**src/rtl/odclk_pkg.sv**
```systemverilog
package odclk_pkg;
  typedef enum logic [1:0] {
    M_IDLE = 2'd0,
    M_RUN  = 2'd1,
    M_LOW  = 2'd2,
    M_HIGH = 2'd3
  } mode_t;
endpackage

```
**src/rtl/odclk_arb.sv**
```systemverilog
module odclk_arb
  import odclk_pkg::*;
(
  input  logic  req_run_i,
  input  logic  req_low_i,
  input  logic  req_high_i,
  output mode_t mode_o
);
  // run > low > high
  always_comb begin
    if (req_run_i)       mode_o = M_RUN;
    else if (req_low_i)  mode_o = M_LOW;
    else if (req_high_i) mode_o = M_HIGH;
    else                 mode_o = M_IDLE;
  end
endmodule

```
**src/rtl/odclk_timer.sv**
```systemverilog
module odclk_timer #(
  parameter int HOLD_CYC = 5
) (
  input  logic clk,
  input  logic rst,
  input  logic rise_seen_i,
  input  logic fall_seen_i,
  input  logic restart_i,
  output logic ready_o
);
  localparam int CW = $clog2(HOLD_CYC + 1);
  localparam logic [CW-1:0] LIM = CW'(HOLD_CYC);

  logic [CW-1:0] cnt_q;

  assign ready_o = (cnt_q == LIM);

  always_ff @(posedge clk) begin
    if (rst)
      cnt_q <= '0;
    else if (rise_seen_i || fall_seen_i || restart_i)
      cnt_q <= '0;
    else if (!ready_o)
      cnt_q <= cnt_q + 1'b1;
  end
endmodule

```
**src/rtl/odclk_drv.sv**
```systemverilog
module odclk_drv
  import odclk_pkg::*;
(
  input  logic  clk,
  input  logic  rst,
  input  mode_t mode_i,
  input  logic  ready_i,
  input  logic  line_i,
  output logic  change_o,
  output logic  pull_low_o,
  output logic  blocked_o
);
  logic pull_d;

  always_comb begin
    pull_d = pull_low_o;
    unique case (mode_i)
      M_RUN:   if (ready_i) pull_d = line_i;
      M_LOW:   if (ready_i) pull_d = 1'b1;
      M_HIGH:  if (ready_i) pull_d = 1'b0;
      default: pull_d = pull_low_o;
    endcase
  end

  assign change_o = (pull_d != pull_low_o);

  always_ff @(posedge clk) begin
    if (rst) begin
      pull_low_o <= 1'b0;
      blocked_o  <= 1'b0;
    end else begin
      pull_low_o <= pull_d;
      blocked_o  <= (mode_i == M_HIGH) && !pull_low_o && !line_i;
    end
  end
endmodule

```
**src/rtl/odclk_gen.sv**
```systemverilog
module odclk_gen
  import odclk_pkg::*;
#(
  parameter int HOLD_CYC = 5
) (
  input  logic clk,
  input  logic rst,
  input  logic line_i,
  input  logic rise_seen_i,
  input  logic fall_seen_i,
  input  logic req_run_i,
  input  logic req_low_i,
  input  logic req_high_i,
  output logic pull_low_o,
  output logic blocked_o
);
  mode_t mode;
  logic  ready;
  logic  change;

  odclk_arb u_arb (
    .req_run_i  (req_run_i),
    .req_low_i  (req_low_i),
    .req_high_i (req_high_i),
    .mode_o     (mode)
  );

  odclk_timer #(.HOLD_CYC(HOLD_CYC)) u_timer (
    .clk         (clk),
    .rst         (rst),
    .rise_seen_i (rise_seen_i),
    .fall_seen_i (fall_seen_i),
    .restart_i   (change),
    .ready_o     (ready)
  );

  odclk_drv u_drv (
    .clk        (clk),
    .rst        (rst),
    .mode_i     (mode),
    .ready_i    (ready),
    .line_i     (line_i),
    .change_o   (change),
    .pull_low_o (pull_low_o),
    .blocked_o  (blocked_o)
  );
endmodule

```
**config.mk**
```make
export PLATFORM = sky130hd
export DESIGN_NAME = odclk_gen
export DESIGN_NICKNAME = d
export VERILOG_FILES = /design/src/rtl/odclk_pkg.sv /design/src/rtl/odclk_arb.sv /design/src/rtl/odclk_timer.sv /design/src/rtl/odclk_drv.sv /design/src/rtl/odclk_gen.sv
export SDC_FILE = /design/constraint.sdc
export NUM_CORES = 1
export LEC_CHECK = 0
export BUFFER_PORTS_ARGS = -buffer_cell sky130_fd_sc_hd__buf_2
export CORE_AREA = 2 2 39 41
export CTS_BUF_LIST = sky130_fd_sc_hd__clkbuf_16
export DETAILED_ROUTE_END_ITERATION = 8
export DIE_AREA = 0 0 41 43
export GPL_TIMING_DRIVEN = 0
export PLACE_DENSITY_LB_ADDON = 0.12
export SLEW_MARGIN = 20
export SYNTH_ARGS = -nofsm -noshare
export SYNTH_HDL_FRONTEND = slang
export SYNTH_SLANG_ARGS = --single-unit
```
**constraint.sdc**
```tcl
create_clock -name clk -period 2.8 [get_ports clk]
set_clock_uncertainty 0.15 [all_clocks]
set_input_delay 0.14 -clock clk [delete_from_list [all_inputs] [get_ports clk]]
set_output_delay 0.14 -clock clk [all_outputs]
set_load 0.005 [all_outputs]
```
; ---- After elaboration in Yosys (flattened, before gate mapping)
; Cells that the tools add are included.
[word_totals]
register_bits = 5
[classes]
n_addsub = 1
n_eq_ne = 5
mux = 7
reduce_logical = 7
[op_table]
columns = cell, count
row1 = 2-to-1 mux 2 bit, 3
row2 = "equality test 2 bit, second input constant", 2
row3 = "adder 3 x 1 -> 3 bit, second input constant", 1
row4 = "equality test 3 bit, second input constant", 1
row5 = 2-to-1 mux 1 bit, 3
row6 = case mux 1 bit (3 select lines), 1
row7 = "equality test 2 x 1 -> 1 bit, second input constant", 1
row8 = logical AND 1 bit, 2
row9 = logical NOT 1 bit, 2
row10 = logical OR 1 bit, 2
row11 = OR reduction 2 bit, 1
row12 = inequality test 1 bit, 1

; ---- Longest topological paths before layout
[logic_depth]
ltp_word = 8
depth_mapped = 5

; ---- Modules after synthesis
; Synthesis repeated with hierarchy kept, for this count alone.
[hier_totals]
cells_unflattened = 35
hier_area_um2 = 305.3
[by_module_without_submodules]
columns = mod, instances, cells_each, area_per_inst_um2, seq_area_each_um2
row1 = odclk_timer, 1, 16, 166.4, 60.1
row2 = odclk_drv, 1, 15, 120.1, 40.0
row3 = odclk_arb, 1, 4, 18.8, 0.0

; ---- Worst setup path after synthesis
; Ideal clock, no wire load.
[synth_path]
path_type = flip-flop to flip-flop
startpoint = reg u_timer.cnt_q[1]
endpoint = reg u_timer.cnt_q[1]
arrival_ps = 1120
required_ps = 2564
slack_ps = 1445
stages_incl_launch_ff = 6
n_path_buf = 0
period_less_slack_ps = 1355
path_cell_list = dfxtp_1 -> inv_1 -> ha_1 -> nand2_2 -> mux2_2 -> a211oi_1
[synth_between]
elab_chain_len = 6
elab_cells_between_ends = 9
[synth_lines]
columns = element, line_no
row1 = start: declaration, odclk_timer.sv:14  ; logic [CW-1:0] cnt_q;
row2 = start signal: assignment, odclk_timer.sv:24  ; cnt_q <= cnt_q + 1'b1;
row3 = equality test 3 bit, odclk_timer.sv:16  ; assign ready_o = (cnt_q == LIM);
row4 = 2-to-1 mux 1 bit (on tied branches), "odclk_drv.sv:20, odclk_drv.sv:18, odclk_drv.sv:19"
row5 = case mux 1 bit (3 select lines), odclk_drv.sv:17  ; unique case (mode_i)
row6 = inequality test 1 bit, odclk_drv.sv:25  ; assign change_o = (pull_d != pull_low_o);
row7 = logical OR 1 bit, odclk_timer.sv:21  ; else if (rise_seen_i || fall_seen_i || restart_i)
row8 = OR reduction 2 bit (no line), n/a
; Parallel ways exist; a longest one is shown, timed or not.
; A chain may end at the register's enable or synchronous reset.

; ---- Worst setup path in the final report
[layout_path]
startpoint = reg u_timer.cnt_q[0]
endpoint = reg u_timer.cnt_q[1]
; The elaborated chain is that of the path after synthesis.

==> reports/qor.txt <==
Final design instance area without fill = 444 µm²
Core area = 0.00138 mm²
Aggregate routed wire length = 659 µm
Element type at the critical path start = flop
Actual slew at the worst max-slew pin = 409 ps
Synth top area share = 35.7%
Number of warnings issued by yosys = 0
Largest fanout on the critical path = 4
Count of distinct cell types in the synthesized netlist = 21
Setup-violating endpoint count in the final report = 0
Slack of the critical path = 1310 ps
Die outline height = 43 µm
Initial antenna violation count = 0
Total leakage power = 0.185 nW
Maximum clock rate = 0.670 GHz
Post-layout minimum cycle time = 1490 ps
Initial DRT Pass Iterations = 1
Setup TNS = 0 ps
Aggregate global-route resource usage = 10.5%
Maximum number of pins on one net before global-route repair = 8
Unrepaired setup endpoints after global routing = false
Post-synthesis register bit count = 5
Gate family responsible for the most delay along the worst path = compound AO/OA/AOI/OAI gates
Antenna violation net count after detailed routing = 0
TritonCTS clock tree = done
Number of setup buffers added after CTS = 0
Total power divided by cell area = 719 mW/mm²
Headroom to the max-slew limit = 72.5%
Wire length of the first global-routing pass = 1160 µm
GRT overflow = 0
Crit path capture type = flop
CTS HTree Levels = 1
Nets in the synthesized netlist = 39
Type of the tightest min-delay check = in -> reg
Fraction of final layout cells with drive strength greater than 1 = 36.4%
Worst vdd rail ir drop = 0.237 mV
Cell type contributing the most total cell area after synthesis = sky130_fd_sc_hd__dfxtp_1
Required time of the critical path = 2740 ps
Levels on crit path = 4
Number of instances in the synthesized netlist = 29
Cells on worst reg2reg path = 4
Die boundary width = 41 µm
Cell area after placement = 345 µm²
Maximum Capacitance Violations = 0
Layout overhead on the synthesized area = 58.5%
Drt first-iter violations = 0
Cells traversed along the worst timing path = ha_1 > nand2_2 > o31ai_1 > a211oi_1
Critical path arrival = 1430 ps
Clock tree root buffer cell = sky130_fd_sc_hd__clkbuf_16
Worst-path cell with the longest stage delay = sky130_fd_sc_hd__o31ai_1
I/O Pins = 10
Vias in the first global route = 289
Number of pins exceeding their max-slew limit in the final report = 0
Count of unresolved DRC violations after routing = 0
Number of instances resized during post-cts repair = 0
DPL Wire Length = 514 µm
Sinks on Clock Net = 5
Number of rows in the core area = 14
Vias per inst = 4.47
Clock transition time at the flip-flop clock pins of the worst setup and hold paths = 30 ps
WP buf/inv = 0
Hold Violations, Final = 0
DP Worst Slack = 1280 ps
Outcome = finished, final reports clean
RD Place Congestion = 0.669
Total number of vias = 268
Number of diodes added for antenna fixing = 0
Nets = 55
Clock latency of the later-clocked register in the worst-skew pair = 220 ps
Final cycle utilization of the critical path = 53.3%
Netlist area before placement = 280 µm²
Mean cell area of the mapped netlist = 9.66 µm²
Total Die Area = 0.00176 mm²
Number of CTS-inserted buffers = 3
Layout Utilization = 32.1%
Cells on Worst Hold Path = 3
Input/output buffers = 9
Register area share after synthesis = 35.7%
Maximum buffer depth of the clock tree = 2
Starting Density = 20.3%
Routed length per instance = 11.0 µm
Critical path type = reg -> reg
CP peak stage delay = 410 ps
Biggest area contributors in the synthesized netlist = sky130_fd_sc_hd__dfxtp_1 (36%), sky130_fd_sc_hd__ha_1 (8.9%), sky130_fd_sc_hd__a211oi_1 (8.0%)
-- state kept, by name (all words and copies together) (netlist names) --
signal / cells
u_drv.blocked_o: 1
u_timer.cnt_q: 3
u_drv.pull_low_o: 1
-- through the flow --
| step | cells | power (mW) | hold slack, ps |
|---|---|---|---|
| after CTS | 60 | 0.324 | 95.5 |
| after floorplan | 29 | 0.0809 | 62.8 |
| after global placement | 54 | 0.0886 | 190 |
| after global routing | 60 | 0.332 | 127 |
| final | 60 | 0.319 | 99.1 |
| after detailed placement | 54 | 0.0892 | 199 |
-- cell usage in the layout, fill, tap and decap left out --
master,Yosys,layout
sky130_fd_sc_hd__o21ai_0,1,1
sky130_fd_sc_hd__dlygate4sd3_1,0,2
sky130_fd_sc_hd__mux2i_1,1,1
sky130_fd_sc_hd__inv_1,2,3
sky130_fd_sc_hd__nand2_2,1,1
sky130_fd_sc_hd__buf_2,0,9
sky130_fd_sc_hd__a21oi_2,1,1
sky130_fd_sc_hd__o311ai_0,1,1
sky130_fd_sc_hd__o221ai_1,1,1
sky130_fd_sc_hd__nand2b_1,1,1
sky130_fd_sc_hd__or2b_1,1,1
sky130_fd_sc_hd__or3b_4,1,1
sky130_fd_sc_hd__dfxtp_1,5,5
sky130_fd_sc_hd__ha_1,2,2
sky130_fd_sc_hd__nor3_1,1,1
sky130_fd_sc_hd__nand3b_1,1,1
sky130_fd_sc_hd__and3_1,1,1
sky130_fd_sc_hd__a211oi_1,3,3
sky130_fd_sc_hd__a21oi_1,1,1
sky130_fd_sc_hd__nand2_1,1,1
sky130_fd_sc_hd__mux2_2,1,1
sky130_fd_sc_hd__nor4_1,1,1
sky130_fd_sc_hd__clkbuf_16,0,3
sky130_fd_sc_hd__o31ai_1,1,1
-- power by group --
group          leakage, nW  switching [mW]  internal [mW]
logic                0.103         0.00716        0.00968
registers           0.0405        0.000696         0.0727
clock network       0.0423          0.0442          0.185
-- metal layers --
metal | GRT usage, % | vias up | wire [µm]
li1 | - | 143 | -
met1 | 12.5 | 115 | 317
met2 | 13.1 | 10 | 310
met3 | 4.71 | 0 | 31
met4 | 10.0 | 0 | 0
met5 | 0 | - | 0
-- cell type report --
class                      instances  area, µm²
clock buffer                       3       75.1
clock inverter                     1       3.75
fill                             145        940
inverter                           2       7.51
multi-input combinational         22        173
sequential                         5        100
tap                               16       20.0
timing repair buffer              11       65.1
-- cells in the mapped netlist (all sizes together) --
library cell	count
or2b	1
a211oi	3
mux2	1
nor3	1
o31ai	1
o221ai	1
nand2	2
o311ai	1
ha	2
nand3b	1
dfxtp	5
nor4	1
o21ai	1
and3	1
mux2i	1
or3b	1
nand2b	1
a21oi	2
inv	2
-- timing repair --
action	4_1_cts	5_1_grt
hold buffers	2	0
setup endpoints to repair	0	0
hold endpoints to repair	2	0
-- worst paths after layout --
kind / slack, ps / from / endpoint
worst min-delay path: 100 / req_low_i / u_drv.blocked_o
worst min register to register: 420 / u_timer.cnt_q[2] / u_drv.pull_low_o
worst max register to register: 1310 / u_timer.cnt_q[0] / u_timer.cnt_q[1]
worst max-delay path: 1310 / u_timer.cnt_q[0] / u_timer.cnt_q[1]
-- worst reg2reg max path: stages (launching register included) --
cell	delay, ps
sky130_fd_sc_hd__dfxtp_1	360
sky130_fd_sc_hd__ha_1	230
sky130_fd_sc_hd__nand2_2	110
sky130_fd_sc_hd__o31ai_1	410
sky130_fd_sc_hd__a211oi_1	90
-- kinds of logic (layout without fill, tap and decap cells) --
logic type                 count (synthesis)  count (layout)  share of synthesized area [%]
adders and majority gates                  2               2                           8.93
AOI/OAI and AO/OA                          9               9                           23.7
buffers and inverters                      2              17                           2.68
and+or+nand+nor                            9               9                           21.4
muxes                                      2               2                           7.59
DFF                                        5               5                           35.7
Note: power is estimated with default switching activity, not from simulation.
